<file path="src/rtl/addr_accum_pkg.sv">
package addr_accum_pkg;

  typedef enum logic [1:0] {
    OP_LD_N  = 2'b00,
    OP_ADD_N = 2'b01,
    OP_LD_W  = 2'b10,
    OP_ADD_W = 2'b11
  } op_e;

  typedef struct packed {
    logic take;    // legal step, update accumulator
    logic reject;  // wide form outside wide mode
    logic is_add;
    logic narrow;
  } step_ctrl_t;

endpackage

</file>
<file path="src/rtl/addr_step_decode.sv">
module addr_step_decode
  import addr_accum_pkg::*;
(
  input  logic       valid_i,
  input  logic [1:0] op_i,
  input  logic       wide_mode_i,
  output step_ctrl_t ctrl_o
);

  op_e  op;
  logic wide_form;

  always_comb begin
    op        = op_e'(op_i);
    wide_form = (op == OP_LD_W) || (op == OP_ADD_W);
    ctrl_o.is_add = (op == OP_ADD_N) || (op == OP_ADD_W);
    ctrl_o.narrow = !wide_form;
    ctrl_o.reject = valid_i && wide_form && !wide_mode_i;
    ctrl_o.take   = valid_i && !(wide_form && !wide_mode_i);
  end

endmodule

</file>
<file path="src/rtl/addr_scale_add.sv">
module addr_scale_add #(
  parameter int unsigned XLEN    = 64,
  parameter int unsigned NARROW  = 32,
  parameter int unsigned SCALE_W = 2
) (
  input  logic [XLEN-1:0]    acc_i,
  input  logic [XLEN-1:0]    reg_i,
  input  logic [SCALE_W-1:0] scale_i,
  input  logic               is_add_i,
  input  logic               narrow_i,
  output logic [XLEN-1:0]    next_o
);

  localparam int unsigned NSCALE = 1 << SCALE_W;

  logic [NSCALE-1:0][XLEN-1:0] cand;
  logic [XLEN-1:0]             scaled;
  logic [XLEN-1:0]             raw;
  logic [XLEN-1:0]             trunc;

  for (genvar s = 0; s < NSCALE; s++) begin : g_shift
    assign cand[s] = reg_i << s;
  end

  assign scaled = cand[scale_i];
  assign raw    = is_add_i ? (acc_i + scaled) : reg_i;

  if (NARROW < XLEN) begin : g_trunc
    assign trunc = {{(XLEN-NARROW){1'b0}}, raw[NARROW-1:0]};
  end else begin : g_full
    assign trunc = raw;
  end

  assign next_o = narrow_i ? trunc : raw;

endmodule

</file>
<file path="src/rtl/addr_accum_state.sv">
module addr_accum_state #(
  parameter int unsigned XLEN = 64
) (
  input  logic            clk_i,
  input  logic            rst_ni,
  input  logic            take_i,
  input  logic            reject_i,
  input  logic [XLEN-1:0] next_i,
  output logic [XLEN-1:0] acc_o,
  output logic            done_o,
  output logic            illegal_o
);

  always_ff @(posedge clk_i or negedge rst_ni) begin
    if (!rst_ni) begin
      acc_o     <= '0;
      done_o    <= 1'b0;
      illegal_o <= 1'b0;
    end else begin
      if (take_i) acc_o <= next_i;
      done_o    <= take_i;
      illegal_o <= reject_i;
    end
  end

endmodule

</file>
<file path="src/rtl/addr_accum.sv">
module addr_accum
  import addr_accum_pkg::*;
#(
  parameter int unsigned XLEN    = 64,
  parameter int unsigned NARROW  = 32,
  parameter int unsigned NREG    = 16,
  parameter int unsigned SCALE_W = 2,
  localparam int unsigned IDX_W  = $clog2(NREG)
) (
  input  logic               clk_i,
  input  logic               rst_ni,
  input  logic               op_valid_i,
  input  logic [1:0]         op_code_i,
  input  logic [IDX_W-1:0]   reg_idx_i,
  input  logic [SCALE_W-1:0] scale_i,
  input  logic               wide_mode_i,
  output logic [IDX_W-1:0]   rd_idx_o,
  input  logic [XLEN-1:0]    rd_data_i,
  output logic [XLEN-1:0]    acc_o,
  output logic               done_o,
  output logic               illegal_o
);

  step_ctrl_t      ctrl;
  logic [XLEN-1:0] next_acc;

  assign rd_idx_o = reg_idx_i;

  addr_step_decode u_dec (
    .valid_i     (op_valid_i),
    .op_i        (op_code_i),
    .wide_mode_i (wide_mode_i),
    .ctrl_o      (ctrl)
  );

  addr_scale_add #(
    .XLEN    (XLEN),
    .NARROW  (NARROW),
    .SCALE_W (SCALE_W)
  ) u_dp (
    .acc_i    (acc_o),
    .reg_i    (rd_data_i),
    .scale_i  (scale_i),
    .is_add_i (ctrl.is_add),
    .narrow_i (ctrl.narrow),
    .next_o   (next_acc)
  );

  addr_accum_state #(.XLEN(XLEN)) u_st (
    .clk_i     (clk_i),
    .rst_ni    (rst_ni),
    .take_i    (ctrl.take),
    .reject_i  (ctrl.reject),
    .next_i    (next_acc),
    .acc_o     (acc_o),
    .done_o    (done_o),
    .illegal_o (illegal_o)
  );

endmodule

</file>
<file path="config.mk">
export PLATFORM = sky130hd
export DESIGN_NAME = addr_accum
export DESIGN_NICKNAME = d
export VERILOG_FILES = /design/src/rtl/addr_accum_pkg.sv /design/src/rtl/addr_step_decode.sv /design/src/rtl/addr_scale_add.sv /design/src/rtl/addr_accum_state.sv /design/src/rtl/addr_accum.sv
export SDC_FILE = /design/constraint.sdc
export NUM_CORES = 1
export LEC_CHECK = 0
export ABC_AREA = 1
export BUFFER_PORTS_ARGS = -buffer_cell sky130_fd_sc_hd__buf_2
export CORE_MARGIN = 2
export CORE_UTILIZATION = 54
export CTS_CLUSTER_SIZE = 25
export DETAILED_ROUTE_END_ITERATION = 16
export GPL_TIMING_DRIVEN = 0
export PLACE_DENSITY = 0.79
export SLEW_MARGIN = 40
export SYNTH_ARGS = -nofsm -noshare
export SYNTH_HDL_FRONTEND = slang
export SYNTH_SLANG_ARGS = --single-unit
</file>
<file path="constraint.sdc">
create_clock -name clk_i -period 1.8 [get_ports clk_i]
set_input_delay 0.27 -clock clk_i [delete_from_list [all_inputs] [get_ports clk_i]]
set_output_delay 0.27 -clock clk_i [all_outputs]
set_load 0.005 [all_outputs]
</file>
==> results of run 1 <==
## cells in the final DEF, fill, tap and decap left out, types with 6 or more instances in the layout
| cell | netlist | layout |
|---|---|---|
| nand2_1 | 797 | 600 |
| inv_1 | 376 | 343 |
| nand2_2 | 18 | 162 |
| buf_2 | 6 | 143 |
| nor2_1 | 124 | 75 |
| a21oi_1 | 101 | 69 |
| dfrtp_1 | 66 | 66 |
| o21ai_1 | 11 | 60 |
| buf_4 | 4 | 57 |
| mux2i_1 | 57 | 55 |
| nand2_4 | 0 | 51 |
| inv_2 | 12 | 43 |
| ha_1 | 63 | 38 |
| o21ai_2 | 0 | 34 |
| nand3_1 | 64 | 34 |
| nor2_2 | 14 | 33 |
| nor2_4 | 0 | 30 |
| buf_6 | 0 | 27 |
| xor2_1 | 29 | 26 |
| nand3_2 | 6 | 23 |
| clkbuf_1 | 32 | 22 |
| a21oi_2 | 0 | 20 |
| ha_2 | 0 | 17 |
| nand3_4 | 0 | 13 |
| o21ai_0 | 99 | 12 |
| a21oi_4 | 0 | 12 |
| nand4_1 | 10 | 10 |
| clkbuf_16 | 0 | 9 |
| ha_4 | 0 | 8 |
| clkbuf_8 | 0 | 6 |
| clkbuf_2 | 0 | 6 |
| nor3_2 | 4 | 6 |
## power by group through the flow
stage          combinational, uW  sequential [uW]  clock (uW)
2_1_floorplan               5450             2120           0
3_3_place_gp                7710             2130           0
3_5_place_dp                7810             2140           0
4_1_cts                     9940             2120        1710
5_1_grt                    12500             2200        1750
6_report                   11700             2170        1720
## logic make-up after synthesis
kind of cell	Yosys count	synth area share, %
AND/OR/NAND/NOR	1052	41.2
buffers and inverters	440	16.3
AO/OA/AOI/OAI	215	10.5
flip-flops	66	16.0
adder cells (fa/ha/maj)	64	7.85
multiplexers	57	5.54
XOR/XNOR	31	2.64
## timing repair
action,in CTS,in global routing
cloned,3,0
resized for setup,390,230
buffers inserted,64,15
hold buffers,1,0
pin swaps,128,121
endpoints found under the hold margin,31,0
setup endpoints to repair,63,63
## state kept, by name (all words and copies together), names as in the netlist
name,cells
u_st.illegal_o,1
u_st.done_o,1
u_st.acc_o,64
## through the flow
step	instance area (um^2)	hold slack, ps	TNS (ps)
final	14500	85.3	-41300
after global routing	14500	92.0	-47140
after CTS	13600	85.3	-33860
after detailed placement	11600	173	-79470
after global placement	11500	441	-77660
after floorplan	10500	-25.6	-20580
## area by class of cell
| cell class | count | area [um^2] |
|---|---|---|
| Fill cell | 1402 | 4220 |
| Clock buffer | 13 | 250 |
| Inverter | 390 | 1470 |
| Timing Repair Buffer | 223 | 1550 |
| Tap cell | 234 | 293 |
| Sequential cell | 66 | 1650 |
| Buffer | 50 | 340 |
| Multi-Input combinational cell | 1419 | 8920 |
| Clock inverter | 3 | 15.0 |
## routing by layer
| layer | wire, um | GRT usage (%) | vias up |
|---|---|---|---|
| li1 | - | - | 6325 |
| met1 | 17300 | 53.3 | 6145 |
| met2 | 19900 | 66.8 | 832 |
| met3 | 4690 | 5.59 | 204 |
| met4 | 2690 | 16.1 | 0 |
| met5 | 0 | 0 | - |
## worst paths after layout
| check | from | end | slack (ps) |
|---|---|---|---|
| max reg2reg | u_st.acc_o[24] | u_st.acc_o[26] | -570 |
| min reg2reg | u_st.acc_o[58] | u_st.acc_o[58] | 510 |
| max | scale_i[0] | u_st.acc_o[26] | -940 |
| max in group asynchronous | rst_ni | u_st.acc_o[53] | 870 |
| min | wide_mode_i | u_st.illegal_o | 90 |
| min in group asynchronous | rst_ni | u_st.acc_o[19] | 400 |
==> results.toml, run 1 <==
[final_layout]
syn_to_final_growth_pct = 40.7
drive_gt1_share_pct = 34.2
final_nets = 2299
fin_util_pct = 77.5
fin_cells = 2398
diodes = 0

[pwr]
p_switching_uw = 8450
powerDensity_nw_per_um2 = 1070
internal-power_uw = 7110
leakage_uw = 0.00848
seqPwrFrac_pct = 13.9
totalPowerFinal_uw = 15600
peakVddDrop_mv = 0.676
swShare_pct = 54.3
comb_power_share_pct = 75.0
clockPowerShare_pct = 11.0

[yosys]
ys.flop_type = "dfrtp_1"
synth_edf_count = 0
synth-seq-cells = 66
yosysWarnings = 0
syn_inst = 1925
yosysTopAreaCell = "nand2_1"
synth_most_common_cell = "nand2_1"
synthTopCellsByArea = "nand2_1 (29%), dfrtp_1 (16%), inv_1 (14%)"
netlist_top_cells_count = "nand2_1 (797), inv_1 (376), nor2_1 (124), a21oi_1 (101), o21ai_0 (99)"
synth_top_cell_area_share_pct = 29.0
synth.avg_cell_area_um2 = 5.35
synthArstFlopShare_pct = 100
synth_area_um2 = 10300
seq_area_frac_synth_pct = 16.0
synth_nets = 2065
ys_types = 31

[flow_run]
maxCapViolCount = 0

[route]
drtIter0Drc = 1151
final_antenna_net_count = 0
vias_per_cell = 5.63
dr.pass1.iters = 6
wirelength_mm = 44.5
vias = 13500
drc = 0
wl_per_cell_um = 18.6

[setup_path]
crit_fanout = 7
cpMaxStageDelayCell = "ha_2"
crit_buf_inv = 6
critPathMostFrequentCell = "nand2_1"
worstSetupPathType = "in2reg"
path_cells = "buf_16 -> buf_12 -> buf_12 -> clkinvlp_4 -> nand2_2 -> o21ai_2 -> mux2i_1 -> ha_2 -> nand2_1 -> nand2_1 -> inv_1 -> nand2_2 -> nand2_1 -> nand2_2 -> a21oi_4 -> nand2_4 -> buf_6 -> xor2_1 -> o21ai_1 -> nand2_1"
crit_path_start_kind = "input port"
critPathRequiredTime_ps = 2020
reg2regPathDepth = 12
end_kind = "flop"
cp_num_cells = 20
path_delay_family = "buffers and inverters"
critPathArrivalTime_ps = 2960
crit_path_max_incr_delay_ps = 350

[sta]
rsz0062_at_grt = "yes"
post-route-period-util_pct = 152
setup_viol = 62
fin_ws_ps = -939
report.final.slew_viol_count = 0
fmax_ghz = 0.365
fin_crit_ps = 2740
max_slew_margin_pct = 40.4
worst_slew_pin_slew_ps = 894
final-hold-violation-count = 0
finalClockSkew_ps = 12.4

[clock_tree]
cts_max_path_buffers = 2
numCtsBuffers = 9
insertion_delay_ps = 350
htreeDepth = 3
clock-sinks = 66
cts_tree = "built"
clockRootBuffer = "clkbuf_16"
clkSlewWorstSetupHoldPaths_ps = 60

[floorplanning]
pin_count = 146
row_count = 50
die_w_um = 142
fp.dieH_um = 142
core_area_um2 = 18700
dieArea_um2 = 20200
initial_core_util_pct = 55.1

[global_routing]
antenna_found_initial = 0
track_usage_pct = 40.4
grt-ovfl-total = 0
grt_pass1_wl_mm = 63.6
grt_max_degree = 36
grt_pass1_vias = 12200

[run_status]
failed_checks = "negative setup slack"
status = "finished with violations"

[placed_design]
place_ws_ps = -1650
gp_congestion = 1.01
port_buffers = 140
place_inst = 2300
hpwlAfterDp_mm = 30.9

[hold_path]
holdPathStages = 2
hp-class = "in2reg"
No activity file was read; power rests on OpenSTA's default activity.
==> run 2, diff against run 1 <==
- CTS_BUF_LIST: unset -> sky130_fd_sc_hd__clkbuf_16
==> run 2 against run 1 <==
  * The flow still finishes with violations (negative setup slack)
  * Via count fell by 0.31%
  * Utilization up 0.56 points
  * Non-clock buffer count grew 8
  * Count of clock-buffer cells in the layout decreased by 4
  * Global-route usage fell by 1.3 points
  * Wire length decreased by 1.8%
  * Register-to-register slack got worse by 50 ps
  * Critical path depth did not move
  * Flip-flop and latch count stayed put
  * Sequential share of layout area decreased by 0.081 points
  * Critical endpoint is now u_st.acc_o[63]
==> results.toml, run 2 (synthesized netlist as in run 1, its figures left out) <==
[setup_path]
critPathRequiredTime_ps = 2040
regToRegStartpoint = "u_st.acc_o[0]"
end_kind = "flop"
worstSetupPathType = "in2reg"
crit_path_start_kind = "input port"
r2r_end = "u_st.acc_o[24]"
critPathLaunch = "scale_i[0]"
crit_fanout = 7
reg2regPathDepth = 13
r2r_slack_ps = -620
critPathArrivalTime_ps = 2930

[sta]
max_slew_margin_pct = 34.0
setup_viol = 62
fin_crit_ps = 2690
final-hold-violation-count = 0
finalClockSkew_ps = 14.8
report.final.slew_viol_count = 0
fmax_ghz = 0.372
fin_ws_ps = -888
worst_slew_pin_slew_ps = 990
post-route-period-util_pct = 149
rsz0062_at_grt = "yes"

[final_layout]
syn_to_final_growth_pct = 41.7
final_common_cell = "nand2_1"
n_fill_cell = 1420
largest_register_ffs = 64
diodes = 0
fin_cells = 2406
drive_gt1_share_pct = 34.8
reg.largest.list = "u_st.acc_o x64, u_st.done_o x1, u_st.illegal_o x1"
stdcell_area_um2 = 14600
final_nets = 2307
regMostFlops = "u_st.acc_o"
final_cell_mix = "nand2_1 (601), inv_1 (349), nand2_2 (161)"

[clock_tree]
insertion_delay_ps = 350
clkSlewWorstSetupHoldPaths_ps = 60
cts_tree = "built"
cts_max_path_buffers = 2
htreeDepth = 3
clock-sinks = 66
numCtsBuffers = 9
clockRootBuffer = "clkbuf_16"

[route]
drtIter0Drc = 1130
wirelength_mm = 43.8
wl_met2_mm = 19.6
wl_met3_mm = 4.38
vias = 13500
vias_per_cell = 5.60
final_antenna_net_count = 0
dr.pass1.iters = 5
wl_per_cell_um = 18.2
met1_length_mm = 17.4
dr.max_layer_used = "met4"
drc = 0

[placed_design]
port_buffers = 140
hpwlAfterDp_mm = 30.9
dpl-instance-area_um2 = 11600
gp_congestion = 1.01
place_inst = 2300

[global_routing]
grt_pass1_wl_mm = 61.7
track_usage_pct = 39.1
grt_pass1_vias = 12100
antenna_found_initial = 1
grt-ovfl-total = 0
grt_max_degree = 36

[floorplanning]
row_count = 50
initial_core_util_pct = 55.1
pin_count = 146
core_area_um2 = 18700
dieArea_um2 = 20200
die_w_um = 142
fp.dieH_um = 142

[pwr]
peakVddDrop_mv = 0.681
powerDensity_nw_per_um2 = 1080
leakage_uw = 0.00854

[hold_path]
hp-class = "in2reg"
holdPathStages = 2
min_to = "u_st.illegal_o"
holdCritStartpoint = "wide_mode_i"

[flow_run]
maxCapViolCount = 0

[run_status]
status = "finished with violations"
failed_checks = "negative setup slack"
[run 2: cell count changes in the layout (fill, tap and decap cells not counted), sizes merged]
| cell | before | now |
|---|---|---|
| clkbuf | 44 | 40 |
| inv | 387 | 390 |
| clkinv | 5 | 6 |
| bufbuf | 1 | 0 |
| buf | 240 | 249 |
[run 2: critical path: stages]
cell     delay, ps
buf_12         140
buf_12         150
buf_12         140
buf_6          100
mux2i_4        270
mux2i_1        110
ha_1           390
nand2_2        110
nor2_2         160
nand3_2        130
nand2_4        150
nand2_2         60
nand2_2         90
nand2_2         60
nand2_4        140
nand2_2         90
nand3_1        120
nand3_1        100
nand2_1         80
nand2_1         50
[run 2: worst max path at each step]
| stage | slack [ps] | cells past startpoint | end |
|---|---|---|---|
| after floorplan | -440 | 19 | u_st.acc_o[63] |
| after global placement | -1630 | 18 | u_st.acc_o[58] |
| after CTS | -750 | 18 | u_st.acc_o[50] |
| after detailed placement | -1650 | 18 | u_st.acc_o[58] |
| final | -890 | 20 | u_st.acc_o[63] |
| after global routing | -960 | 20 | u_st.acc_o[63] |
[run 2: cell type report]
cell class / instances / area, um^2 / share of cell area, %
inverter: 390 / 1480 / 10.2
sequential: 66 / 1650 / 11.3
clock inverter: 7 / 30.0 / 0.206
clock buffer: 9 / 225 / 1.54
multi-input combinational: 1419 / 8950 / 61.4
tap: 234 / 293 / 2.01
buffer: 49 / 332 / 2.27
timing repair buffer: 232 / 1620 / 11.1
[run 2: power by group]
group	total, uW	switching, uW	internal [uW]
sequential	2150	331	1820
clock	1660	757	908
combinational	11900	7410	4470
total	15700	8490	7200
[run 2: timing repair]
item / in CTS / in global routing
pin swaps: 134 / 154
buffers inserted: 64 / 26
resized for setup: 372 / 267
endpoints found under the hold margin: 31 / 0
cloned: 2 / 0
endpoints found under the setup margin: 63 / 64
hold buffers: 1 / 0
[run 2: metal layers]
metal | global-route usage, % | vias up
li1 | - | 6319
met1 | 52.8 | 6131
met2 | 62.9 | 828
met3 | 4.41 | 186
met4 | 17.8 | 0
met5 | 0 | -
[run 2: through the flow]
stage	power, uW	hold slack [ps]	utilization, %	setup slack, ps	setup TNS (ps)
floorplan	7570	-25.6	-	-442	-20580
global placement	9840	441	61.6	-1630	-77660
detailed placement	9950	173	61.8	-1650	-79470
CTS	13600	85.3	72.2	-751	-33610
global route	16500	89.4	78.0	-962	-46160
finish	15700	86.3	78.0	-888	-41290
==> run 3, diff against run 2 <==
- CELL_PAD_IN_SITES_DETAIL_PLACEMENT: unset -> 0
- CELL_PAD_IN_SITES_GLOBAL_PLACEMENT: unset -> 1
- CORE_UTILIZATION: 54 -> 36
- PLACE_DENSITY: 0.79 -> unset
- PLACE_DENSITY_LB_ADDON: unset -> 0.1
==> run 3 against run 2 <==
  * The run still ends with negative setup slack left
  * Utilization down 26 points
  * Sequential power about the same
  * Global-route usage down 12 points
  * Via count down 9.4%
  * Clock power up 23%
  * Sequential share of layout area down 0.053 points
  * Critical path type unchanged
  * Power down 2.2%
  * Critical path depth down 1
  * Design area up 0.47%
  * Register-to-register slack better by 160 ps
  * Non-clock buffer count down 17
==> results.toml, run 3 (synthesized netlist as in run 1, its figures left out) <==
[clock_tree]
htreeDepth = 3
clock-sinks = 66
clockRootBuffer = "clkbuf_16"
clkSlewWorstSetupHoldPaths_ps = 70
insertion_delay_ps = 360
cts_max_path_buffers = 2
cts_tree = "built"
numCtsBuffers = 9

[placed_design]
place_ws_ps = -1750
port_buffers = 140
hpwlAfterDp_mm = 33.7
dpl-instance-area_um2 = 11700
gp_congestion = 0.929

[floorplanning]
dieArea_um2 = 30000
pin_count = 146
die_w_um = 173
fp.dieH_um = 173
initial_core_util_pct = 36.8
core_area_um2 = 28000
row_count = 61

[final_layout]
final_common_cell = "nand2_1"
largest_register_ffs = 64
diodes = 0
regMostFlops = "u_st.acc_o"
reg.largest.list = "u_st.acc_o x64, u_st.done_o x1, u_st.illegal_o x1"
final_cell_mix = "nand2_1 (607), inv_1 (346), nand2_2 (149)"
drive_gt1_share_pct = 33.8
final_nets = 2290
stdcell_area_um2 = 14700
syn_to_final_growth_pct = 42.4

[run_status]
failed_checks = "negative setup slack"
status = "finished with violations"

[global_routing]
grt_pass1_wl_mm = 63.5
grt-ovfl-total = 0
grt_pass1_vias = 11500
antenna_found_initial = 0
grt_max_degree = 36
track_usage_pct = 27.2

[sta]
report.final.slew_viol_count = 0
fin_crit_ps = 2550
fin_tns_setup_ps = -36310
finalClockSkew_ps = 16.3
worst_slew_pin_slew_ps = 879
setup_viol = 62
post-route-period-util_pct = 142
rsz0062_at_grt = "yes"
fmax_ghz = 0.392
max_slew_margin_pct = 41.4
fin_ws_ps = -752
final-hold-violation-count = 0

[setup_path]
cpMaxStageDelayCell = "ha_1"
critPathRequiredTime_ps = 2050
crit_buf_inv = 5
r2r_slack_ps = -460
critPathArrivalTime_ps = 2800
reg2regPathDepth = 15
crit_path_start_kind = "input port"
end_kind = "flop"
crit_fanout = 7
path_delay_family = "simple AND/OR/NAND/NOR gates"
regToRegStartpoint = "u_st.acc_o[20]"
crit_path_max_incr_delay_ps = 360
endpoint = "u_st.acc_o[56]"
r2r_end = "u_st.acc_o[53]"
cp_num_cells = 19
critPathLaunch = "scale_i[0]"
path_cells = "buf_16 -> buf_12 -> buf_12 -> clkinvlp_4 -> o21ai_2 -> mux2i_1 -> ha_1 -> nand2_2 -> buf_6 -> nor2_4 -> nand2_4 -> nor2_4 -> nand2_2 -> nand3_4 -> nand3_4 -> nand3_2 -> nand3_1 -> nand2_1 -> nand2_1"
worstSetupPathType = "in2reg"

[route]
vias_per_cell = 4.82
wl_per_cell_um = 16.5
final_antenna_net_count = 0
wirelength_mm = 41.7
dr.pass1.iters = 7
drc = 0
drtIter0Drc = 737
vias = 12200

[pwr]
leakage_uw = 0.00854
powerDensity_nw_per_um2 = 1050
peakVddDrop_mv = 0.430

[flow_run]
maxCapViolCount = 0

[hold_path]
hp-class = "in2reg"
[run 3: final cells by class]
type	instances	area (um^2)
plain buffers	50	358
well taps	378	473
clock inverters	7	83.8
fillers	3030	13300
clock buffers	9	225
multi-input cells	1419	8950
flip-flops and latches	66	1650
inverters	390	1470
repair buffers	214	1450
[run 3: repair_timing]
action / in CTS / in global routing
gates resized for setup: 261 / 340
hold buffers: 1 / 0
setup endpoints to repair: 63 / 62
endpoints found under the hold margin: 31 / 0
setup buffers: 38 / 31
cloned: 3 / 1
pin swaps: 69 / 138
[run 3: worst min-delay path by stage]
stage | start | to | slack (ps) | depth (start not counted)
6_report | wide_mode_i | u_st.illegal_o | 70 | 2
5_1_grt | wide_mode_i | u_st.illegal_o | 70 | 2
4_1_cts | wide_mode_i | u_st.illegal_o | 60 | 2
3_5_place_dp | rst_ni | u_st.acc_o[17] | 180 | 1
3_3_place_gp | wide_mode_i | u_st.illegal_o | 440 | 2
2_1_floorplan | rst_ni | u_st.acc_o[0] | -30 | 0
[run 3: report_power, final]
part | total, uW | switching [uW] | internal, uW
clock | 2040 | 840 | 1200
combinational | 11200 | 6950 | 4210
sequential | 2150 | 335 | 1820
total | 15300 | 8120 | 7230
[run 3: per-stage QoR]
step	instances	hold WS, ps	total power (uW)	utilization [%]
after floorplan	1925	-25.6	7570	-
after global placement	2443	444	10100	41.8
after detailed placement	2444	176	10100	41.9
after CTS	2502	63.1	13600	47.5
after global routing	2533	72.1	16500	52.3
final	2533	67.0	15300	52.3
[run 3: layer usage]
layer	GRT usage, %	vias to the layer above	wire length [um]
li1	-	6292	-
met3	3.50	51	2320
met1	38.6	5530	20100
met4	7.66	0	1220
met2	43.0	330	18100
met5	0	-	0
